**src/rtl/dly_set_pkg.sv**
```systemverilog
package dly_set_pkg;
  typedef enum logic {
    LD_PAR = 1'b0,
    LD_SER = 1'b1
  } ld_mode_e;
endpackage

```
**src/rtl/dly_sync.sv**
```systemverilog
module dly_sync #(
  parameter int W      = 10,
  parameter int STAGES = 2
) (
  input  logic         clk_i,
  input  logic         rst_ni,
  input  logic [W-1:0] d_i,
  output logic [W-1:0] q_o
);
  logic [W-1:0] stg_q [STAGES];

  for (genvar s = 0; s < STAGES; s++) begin : g_stg
    always_ff @(posedge clk_i or negedge rst_ni) begin
      if (!rst_ni)     stg_q[s] <= '0;
      else if (s == 0) stg_q[s] <= d_i;
      else             stg_q[s] <= stg_q[(s == 0) ? 0 : s-1];
    end
  end

  assign q_o = stg_q[STAGES-1];
endmodule

```
**src/rtl/dly_rise.sv**
```systemverilog
module dly_rise (
  input  logic clk_i,
  input  logic rst_ni,
  input  logic d_i,
  output logic rise_o
);
  logic prev_q;

  always_ff @(posedge clk_i or negedge rst_ni) begin
    if (!rst_ni) prev_q <= 1'b0;
    else         prev_q <= d_i;
  end

  assign rise_o = d_i & ~prev_q;
endmodule

```
**src/rtl/dly_shreg.sv**
```systemverilog
module dly_shreg #(
  parameter int W = 8
) (
  input  logic         clk_i,
  input  logic         rst_ni,
  input  logic         shift_i,
  input  logic         bit_i,
  output logic [W-1:0] data_o,
  output logic         sdo_o
);
  logic [W-1:0] sh_q;

  always_ff @(posedge clk_i or negedge rst_ni) begin
    if (!rst_ni)      sh_q <= '0;
    else if (shift_i) sh_q <= {sh_q[W-2:0], bit_i};
  end

  assign data_o = sh_q;
  assign sdo_o  = sh_q[W-1];
endmodule

```
**src/rtl/dly_setting.sv**
```systemverilog
module dly_setting #(
  parameter int W = 8
) (
  input  logic         clk_i,
  input  logic         rst_ni,
  input  logic         par_ld_i,
  input  logic [W-1:0] par_d_i,
  input  logic         ser_ld_i,
  input  logic [W-1:0] ser_d_i,
  output logic [W-1:0] set_o,
  output logic         upd_o
);
  logic [W-1:0] set_q, set_nxt;
  logic         upd_q;

  always_comb begin
    set_nxt = set_q;
    if (par_ld_i)      set_nxt = par_d_i;
    else if (ser_ld_i) set_nxt = ser_d_i;
  end

  always_ff @(posedge clk_i or negedge rst_ni) begin
    if (!rst_ni) begin
      set_q <= '0;
      upd_q <= 1'b0;
    end else begin
      set_q <= set_nxt;
      upd_q <= (set_nxt != set_q);
    end
  end

  assign set_o = set_q;
  assign upd_o = upd_q;
endmodule

```
**src/rtl/dly_set_loader.sv**
```systemverilog
module dly_set_loader
  import dly_set_pkg::*;
#(
  parameter int W           = 8,
  parameter int SYNC_STAGES = 2,
  parameter int SCK_IDX     = 1,
  parameter int SDI_IDX     = 0
) (
  input  logic         clk_i,
  input  logic         rst_ni,
  input  logic         mode_i,
  input  logic         le_i,
  input  logic [W-1:0] bus_i,
  output logic [W-1:0] setting_o,
  output logic         sdo_o,
  output logic         upd_o
);
  localparam int SW = W + 2;

  logic [SW-1:0] raw, syn;
  ld_mode_e      mode_s;
  logic          le_s;
  logic [W-1:0]  bus_s;
  logic [1:0]    edge_src, edge_hit;
  logic          sck_rise, le_fall;
  logic          shift_en, par_ld, ser_ld;
  logic [W-1:0]  sh_data;

  assign raw = {mode_i, le_i, bus_i};

  dly_sync #(.W(SW), .STAGES(SYNC_STAGES)) u_sync (
    .clk_i (clk_i),
    .rst_ni(rst_ni),
    .d_i   (raw),
    .q_o   (syn)
  );

  assign mode_s = ld_mode_e'(syn[W+1]);
  assign le_s   = syn[W];
  assign bus_s  = syn[W-1:0];

  // index 0: serial clock rise, index 1: latch-enable fall
  assign edge_src = {~le_s, bus_s[SCK_IDX]};

  for (genvar e = 0; e < 2; e++) begin : g_edge
    dly_rise u_rise (
      .clk_i (clk_i),
      .rst_ni(rst_ni),
      .d_i   (edge_src[e]),
      .rise_o(edge_hit[e])
    );
  end

  assign sck_rise = edge_hit[0];
  assign le_fall  = edge_hit[1];

  assign shift_en = (mode_s == LD_SER) && le_s && sck_rise;
  assign par_ld   = (mode_s == LD_PAR) && le_s;
  assign ser_ld   = (mode_s == LD_SER) && le_fall;

  dly_shreg #(.W(W)) u_shreg (
    .clk_i  (clk_i),
    .rst_ni (rst_ni),
    .shift_i(shift_en),
    .bit_i  (bus_s[SDI_IDX]),
    .data_o (sh_data),
    .sdo_o  (sdo_o)
  );

  dly_setting #(.W(W)) u_setting (
    .clk_i   (clk_i),
    .rst_ni  (rst_ni),
    .par_ld_i(par_ld),
    .par_d_i (bus_s),
    .ser_ld_i(ser_ld),
    .ser_d_i (sh_data),
    .set_o   (setting_o),
    .upd_o   (upd_o)
  );
endmodule

```
**config.mk**
```make
export PLATFORM = sky130hd
export DESIGN_NAME = dly_set_loader
export DESIGN_NICKNAME = d
export VERILOG_FILES = /design/src/rtl/dly_set_pkg.sv /design/src/rtl/dly_sync.sv /design/src/rtl/dly_rise.sv /design/src/rtl/dly_shreg.sv /design/src/rtl/dly_setting.sv /design/src/rtl/dly_set_loader.sv
export SDC_FILE = /design/constraint.sdc
export NUM_CORES = 1
export LEC_CHECK = 0
export ABC_AREA = 1
export BUFFER_PORTS_ARGS = -buffer_cell sky130_fd_sc_hd__buf_4
export CAP_MARGIN = 20
export CORE_ASPECT_RATIO = 1.4
export CORE_MARGIN = 2
export CORE_UTILIZATION = 41
export CTS_BUF_LIST = sky130_fd_sc_hd__clkbuf_8 sky130_fd_sc_hd__clkbuf_16
export CTS_CLUSTER_DIAMETER = 60
export DETAILED_ROUTE_END_ITERATION = 7
export SYNTH_ARGS = -nofsm -noshare
export SYNTH_HDL_FRONTEND = slang
export SYNTH_SLANG_ARGS = --single-unit
export TNS_END_PERCENT = 1
```
**constraint.sdc**
```tcl
create_clock -name clk_i -period 1.9 [get_ports clk_i]
set_clock_uncertainty 0.1 [all_clocks]
set_input_delay 0.475 -clock clk_i [delete_from_list [all_inputs] [get_ports clk_i]]
set_output_delay 0.475 -clock clk_i [all_outputs]
set_load 0.01 [all_outputs]
```
# [Yosys cells after proc, flatten, opt, wreduce, memory -nomap -nowiden]
# Index checks and enable logic that the tools add are counted.
[classes] eq_ne=1 muxes=2 n_bitwise=6 n_reduce_logical=4
[op_table] operator="8-bit 2-to-1 mux" n=2
[op_table] operator="8-bit != test" n=1
[op_table] operator="1-bit logical AND" n=4
[op_table] operator="1-bit inverter" n=4
[op_table] operator="1-bit bitwise AND" n=2
[totals] register_bits=39 elab_cells=20

# [Longest topological paths before layout]
# Gate-level depths: netlist of the first run.
[depth] ltp_word=6 mapped_depth=11 ltp_nobuf=11

# [Cells and area by module]
# Synthesis of the first run repeated with hierarchy kept, for this count alone.
[hier_totals] hier_cells=191 hier_area_um2=1671.6
[modules_own_cells] module="dly_setting" instances=1 cells_per_inst=113 area_each_um2=686.9
[modules_own_cells] module="dly_sync" instances=1 cells_per_inst=30 area_each_um2=575.6
[modules_own_cells] module="dly_shreg" instances=1 cells_per_inst=35 area_each_um2=312.8
[modules_own_cells] module="dly_rise" instances=2 cells_per_inst=3 area_each_um2=35.0
[modules_own_cells] module="dly_set_loader" instances=1 cells_per_inst=7 area_each_um2=26.3

# [Least setup slack after synthesis of the first run]
# Ideal clock, no wire load.
[synth_path] path_kind="register -> register" start="register u_sync.stg_q, in the netlist u_sync.q_o[9]" end="register u_setting.upd_q (netlist: u_setting.upd_o)" setup_ps=119 t_arrival_ps=1188 path_slack_ps=493 path_stages_with_launch=11 n_path_buf=1 path_cell_list="dfrtp_1 > buf_6 > inv_4 > nand2_4 > nand3_1 > nand3_1 > nand2_1 > inv_1 > nand2_1 > nor2_1 > nand2_1"
[synth_via] elab_chain_cells=4 word_cells_on_any_way=6
[synth_lines] element="start: declaration" line_no="dly_sync.sv:10" text="logic [W-1:0] stg_q [STAGES];"
[synth_lines] element="start signal: indexed assignment" line_no="dly_sync.sv:15" text="else if (s == 0) stg_q[s] <= d_i;"
[synth_lines] element="start signal: indexed assignment" line_no="dly_sync.sv:16" text="else stg_q[s] <= stg_q[(s == 0) ? 0 : s-1];"
[synth_lines] element="1-bit logical AND or 1-bit inverter (tied branches)" line_no="dly_set_loader.sv:59, dly_set_loader.sv:58"
[synth_lines] element="8-bit 2-to-1 mux or 1-bit logical AND (tied branches)" line_no="dly_setting.sv:19, dly_set_loader.sv:58"
[synth_lines] element="8-bit 2-to-1 mux *" line_no="dly_setting.sv:18" text="if (par_ld_i) set_nxt = par_d_i;"
[synth_lines] element="8-bit != test *" line_no="dly_setting.sv:28" text="upd_q <= (set_nxt != set_q);"
[synth_lines] element="end signal: assignment" line_no="dly_setting.sv:28"
[synth_lines] element="end: declaration" line_no="dly_setting.sv:14" text="logic upd_q;"
# Mark *: on every way between the ends. The rest lies on a longest branch, timed or not.
# A chain may end at the register's enable or synchronous reset.

# [Worst setup path after layout of the first run]
[layout_path] start="register u_sync.stg_q, in the netlist u_sync.q_o[9]" end="register u_setting.upd_q (netlist: u_setting.upd_o)"
[layout_via] elab_chain_cells=4 word_cells_on_any_way=6
[layout_lines] element="1-bit logical AND or 1-bit inverter (tied branches)" line_no="dly_set_loader.sv:59, dly_set_loader.sv:58"
[layout_lines] element="8-bit 2-to-1 mux or 1-bit logical AND (tied branches)" line_no="dly_setting.sv:19, dly_set_loader.sv:58"
[layout_lines] element="8-bit 2-to-1 mux *" line_no="dly_setting.sv:18"
[layout_lines] element="via u_setting.set_nxt[0]" line_no="dly_setting.sv:13" text="logic [W-1:0] set_q, set_nxt;"
[layout_lines] element="8-bit != test *" line_no="dly_setting.sv:28"
# The timed path passes the listed nets; every way through them passes the cells marked *.

==> results of run 1 <==
[flip-flops by register name (all words and copies together), names as in the netlist]
signal                flops
u_shreg.data_o            8
u_setting.set_o           8
u_setting.upd_o           1
u_sync.stg_q             10
u_sync.q_o               10
g_edge.u_rise.prev_q      2
[cell usage in the layout, fill, tap and decap left out, drive strengths merged]
| master | n |
|---|---|
| nand3 | 21 |
| nor2 | 9 |
| a21oi | 4 |
| inv | 19 |
| nand3b | 5 |
| nand2 | 49 |
| o21ai | 4 |
| buf | 21 |
| clkbuf | 5 |
| clkinvlp | 1 |
| dfrtp | 39 |
| bufinv | 1 |
[where the power goes]
part / total (mW) / internal [mW] / switching (mW) / leakage [nW]
Sequential: 1.01 / 0.927 / 0.0806 / 0.459
Clock: 0.669 / 0.383 / 0.285 / 0.0502
Combinational: 0.323 / 0.148 / 0.175 / 0.447
[area by class of cell]
cell class                      instances  area [um2]  area share (%)
Multi-Input combinational cell         92         502            26.9
Clock inverter                          2        37.5            2.01
Inverter                               19        73.8            3.95
Timing Repair Buffer                   21         158            8.44
Clock buffer                            5        68.8            3.68
Tap cell                               42        52.6            2.81
Sequential cell                        39         976            52.2
[cells by family (layout without fill, tap and decap cells)]
group	Yosys count	after routing	share of synthesized area, %
compound gates	8	8	2.55
buf+inv	21	47	5.75
flops	39	39	62.3
simple gates	84	84	29.4
[per-stage QoR]
step / util (%) / hold slack [ps] / worst slack, ps
global route: 51.3 / 78.7 / 76.8
CTS: 51.3 / 58.2 / 229
finish: 51.3 / 40.5 / 245
global placement: 48.4 / 232 / 266
floorplan: - / 79.4 / 493
detailed placement: 48.4 / 235 / 242
[path summary, 6_finish.rpt]
path	end	start	slack (ps)
min in group clk_i	u_sync.stg_q[18]	le_i	190
min reg2reg	u_sync.q_o[9]	u_sync.stg_q[19]	250
min	u_shreg.data_o[4]	rst_ni	40
max	u_setting.upd_o	u_sync.q_o[9]	240
max reg2reg	u_setting.upd_o	u_sync.q_o[9]	240
max in group asynchronous	u_setting.set_o[7]	rst_ni	1320
[layer usage]
metal / up-vias / global-route usage [%] / share of wire [%]
met5: - / 0 / 0
met1: 509 / 16.5 / 43
met2: 20 / 22.9 / 51
met4: 0 / 7.86 / 2.7
met3: 5 / 4.55 / 3.9
li1: 522 / - / -
==> impl_metrics.yaml, run 1 <==
synthesis:
  netlist_area_um2: 1570
  synth_flop_cell: "dfrtp_1"
  synth_top_cell_area_share_pct: 62.3
  synth-seq-cells: 39
  ys_seq_area_share_pct: 62.3
  yosysUniqueCellTypes: 19
  syn_avg_cell_area_um2: 10.3
  synth_area_leaders: "dfrtp_1 (62%), nand2_1 (10%), nand3_1 (4.5%)"
  synthTopCellsByCount: "nand2_1 (42), dfrtp_1 (39), nand3_1 (14)"
  ys_warn_count: 0
  mappedNetlistNets: 164
  yosysMostFrequentCell: "nand2_1"
  yosysTopAreaCell: "dfrtp_1"
  synth_edf_count: 0
  async_flop_share_pct: 100
  syn_inst: 152
worst_setup_path:
  critPathLaunchType: "flop"
  cp.arrival_ps: 1740
  timing_worst_setup_path_type: "reg2reg"
  critPathMaxFanout: 11
  r2r.worst_path.cells: 9
  critPathTopFamily: "flip-flops"
  crit_buf_inv: 1
  cpMostUsedCell: "nand2_1"
  crit_path_end_kind: "flop"
  cpPeakStageDelay_ps: 700
  cp_data_required_time_ps: 1980
  cp_num_cells: 9
  crit_chain: "inv_4, nand2_4, nand3_2, nand2_2, nand2_1, nand2_1, nand2_1, nor2_1, nand2_1"
  slowest_stage: "dfrtp_1"
timing:
  rsz0062_at_grt: "no"
  slew_violations: 0
  relSlewSlack_pct: 62.8
  fin_crit_sh_pct: 87.1
  fmax_ghz: 0.604
  layout_min_cycle_time_ps: 1660
  final-setup-viol-count: 0
  worst_pin_slew_ps: 557
  fin_setup_tns_ps: 0
  hold_viol: 0
cts:
  clockRootBuffer: "clkbuf_8"
  clk_latency_ps: 290
  clkSinkCount: 39
  cts_buffers: 5
  cts_resized: 0
  cts_tree: "built"
  clkSlewWorstSetupHoldPaths_ps: 80
  post-cts-setup-buffers: 0
  cts_max_level: 2
  cts_buffer_depth: 2
  postCtsHoldBufs: 0
layout:
  final_area_um2: 1870
  n_antenna_cell: 0
  fillers: 335
  synthToLayoutAreaGrowth_pct: 19.2
  drive_above_1_share_pct: 28.7
  final_nets: 190
  fin_cells: 220
grt:
  grt_max_degree: 40
  grt_pass1_vias: 1029
  grt-ovfl-total: 0
  gr-usage-all-layers_pct: 14.2
  grt_first_pass_wirelength_um: 4650
  antenna_found_initial: 0
floorplanning:
  die_h_um: 77.2
  io_pins: 22
  core-area_um2: 3640
  start_util_pct: 43.0
  fp.dieW_um: 56.3
  core.rowCount: 26
  die_area_um2: 4340
route:
  drt_pass1_iterations: 4
  wl_per_cell_um: 11.8
  via_per_inst: 4.80
  initialDrtViolationCount: 21
  totalWireLength_um: 2600
  vias: 1056
  drc_errors: 0
  antenna_left: 0
pwr:
  total_power_mw: 2.00
  vdd_drop_max_mv: 0.633
  p_leak_nw: 0.956
  powerDensity_nw_per_um2: 1070
placed_design:
  gp_congestion: 0.764
  numPortBuffers: 21
  post_dp_cell_area_um2: 1760
  post-place-cells: 213
  hpwlAfterDp_um: 1870
flow_run:
  maxCapViolCount: 0
run_status:
  status: "finished, final reports clean"
worst_hold_path:
  hp-class: "in2async"
Note: power is estimated with default switching activity, not from simulation.
==> run 2: changes to the inputs <==
- clock period: 1.9 -> 1.5 ns (I/O delays scaled with it)
==> run 2 against run 1 <==
Effect of this change: the run now ends with setup timing left; wire length down 1.4%; die area did not move; core utilization increased by 2.2 points; global-route usage shrank 1.2 points; count of clock-buffer cells in the layout did not move; critical path depth grew 2.
==> impl_metrics.yaml, run 2 (synthesized netlist as in run 1, its figures left out) <==
cts:
  clkSinkCount: 39
  clk_latency_ps: 280
  cts_buffer_depth: 2
  clkSlewWorstSetupHoldPaths_ps: 80
  clockRootBuffer: "clkbuf_8"
  cts_tree: "built"
  cts_max_level: 2
  cts_buffers: 5
placed_design:
  numPortBuffers: 21
  gp_congestion: 0.777
  hpwlAfterDp_um: 1800
  post_dp_cell_area_um2: 1790
floorplanning:
  die_h_um: 77.2
  start_util_pct: 43.0
  core.rowCount: 26
  fp.dieW_um: 56.3
  core-area_um2: 3640
  die_area_um2: 4340
  io_pins: 22
layout:
  fin_util_pct: 53.4
  final_area_um2: 1950
  final_nets: 195
  layout_commonest_cell: "dfrtp_1"
  drive_above_1_share_pct: 39.7
  fillers: 330
  final_cell_mix: "dfrtp_1 (38), nand2_1 (30), buf_4 (23), nand2_2 (16), nand3_1 (13)"
  n_antenna_cell: 0
  synthToLayoutAreaGrowth_pct: 24.2
route:
  initialDrtViolationCount: 21
  antenna_left: 0
  drt_pass1_iterations: 4
  vias: 1085
  wl_per_cell_um: 11.3
  via_per_inst: 4.80
  totalWireLength_um: 2570
  drc_errors: 0
pwr:
  powerDensity_nw_per_um2: 1230
  vdd_drop_max_mv: 0.722
  p_leak_nw: 0.970
worst_setup_path:
  crit_chain: "buf_12, nor2_8, nand2_2, nand2_2, inv_2, nand2_2, nand2_1, nand2_1, nand2_1, nor2_1, nand2_1"
  crit_buf_inv: 2
  critPathTopFamily: "simple AND/OR/NAND/NOR gates"
  timing_worst_setup_path_type: "reg2reg"
  cpPeakStageDelay_ps: 400
  cp.arrival_ps: 1600
  crit_path_end_kind: "flop"
  critPathMaxFanout: 8
  cpMostUsedCell: "nand2_1"
  slowest_stage: "dfrtp_1"
  cp_data_required_time_ps: 1580
  critPathLaunchType: "flop"
timing:
  fin_ws_ps: -24.5
  relSlewSlack_pct: 68.8
  layout_min_cycle_time_ps: 1520
  hold_viol: 0
  fmax_ghz: 0.656
  rsz0062_at_grt: "yes"
  fin_crit_sh_pct: 102
  final-setup-viol-count: 1
  worst_pin_slew_ps: 468
  slew_violations: 0
run_status:
  violations: "setup timing"
  status: "finished with violations"
worst_hold_path:
  hp-class: "in2reg"
grt:
  grt_pass1_vias: 1046
  antenna_found_initial: 0
  grt_first_pass_wirelength_um: 4360
  grt_use_met3_pct: 3.20
  gr-usage-all-layers_pct: 13.1
  met2_usage_pct: 22.4
  busiest_layer: "met2"
  grt_max_degree: 40
  grtUsageMet1_pct: 14.4
  grt-ovfl-total: 0
flow_run:
  maxCapViolCount: 0
==> run 2: final cells by class <==
cell class | count | area (um2) | share of cell area, %
sequential | 39 | 977 | 50.2
multi-input combinational | 93 | 552 | 28.3
tap | 42 | 52.6 | 2.70
timing repair buffer | 25 | 203 | 10.4
inverter | 19 | 73.8 | 3.79
clock inverter | 3 | 20.0 | 1.03
clock buffer | 5 | 68.8 | 3.53
==> run 2: timing repair <==
| item | 4_1_cts | 5_1_grt |
|---|---|---|
| endpoints found under the hold margin | 39 | 0 |
| resized for setup | 2 | 16 |
| setup endpoints to repair | 1 | 5 |
| setup buffers | 0 | 1 |
| pin swaps | 2 | 13 |
| hold buffers | 1 | 0 |
| gates cloned | 1 | 0 |
==> run 2: power breakdown <==
part,total (mW),internal (mW),switching [mW]
registers,1.27,1.18,0.0996
logic,0.438,0.205,0.233
clock network,0.685,0.323,0.362
total,2.40,1.70,0.695
==> run 2: final timing paths <==
check | start | end | slack (ps) | cells past startpoint
min in group asynchronous | rst_ni | u_sync.q_o[2] | 480 | 2
worst min-delay path | le_i | u_sync.stg_q[18] | 90 | 1
worst min register to register | u_sync.stg_q[16] | u_sync.q_o[6] | 250 | 0
max in group asynchronous | rst_ni | u_sync.q_o[8] | 470 | 2
worst max-delay path | u_sync.q_o[9] | u_setting.upd_o | -20 | 11
worst max register to register | u_sync.q_o[9] | u_setting.upd_o | -20 | 11
==> run 2: through the flow <==
| step | std cells | hold WS [ps] | worst slack [ps] | TNS [ps] | total power [mW] |
|---|---|---|---|---|---|
| after detailed placement | 215 | 235 | -25.6 | -25.6 | 1.72 |
| final | 226 | 89.7 | -24.5 | -24.5 | 2.40 |
| after global placement | 215 | 233 | 10.5 | 0 | 1.70 |
| after CTS | 225 | 84.6 | 7.89 | 0 | 2.41 |
| after global routing | 226 | 75.2 | -121 | -229 | 2.54 |
| after floorplan | 152 | -20.6 | 93.2 | 0 | 1.54 |
==> run 2: layer usage <==
metal	up-vias	wire, um
li1	538	-
met1	512	989
met2	26	1400
met3	9	95
met4	0	80
met5	-	0
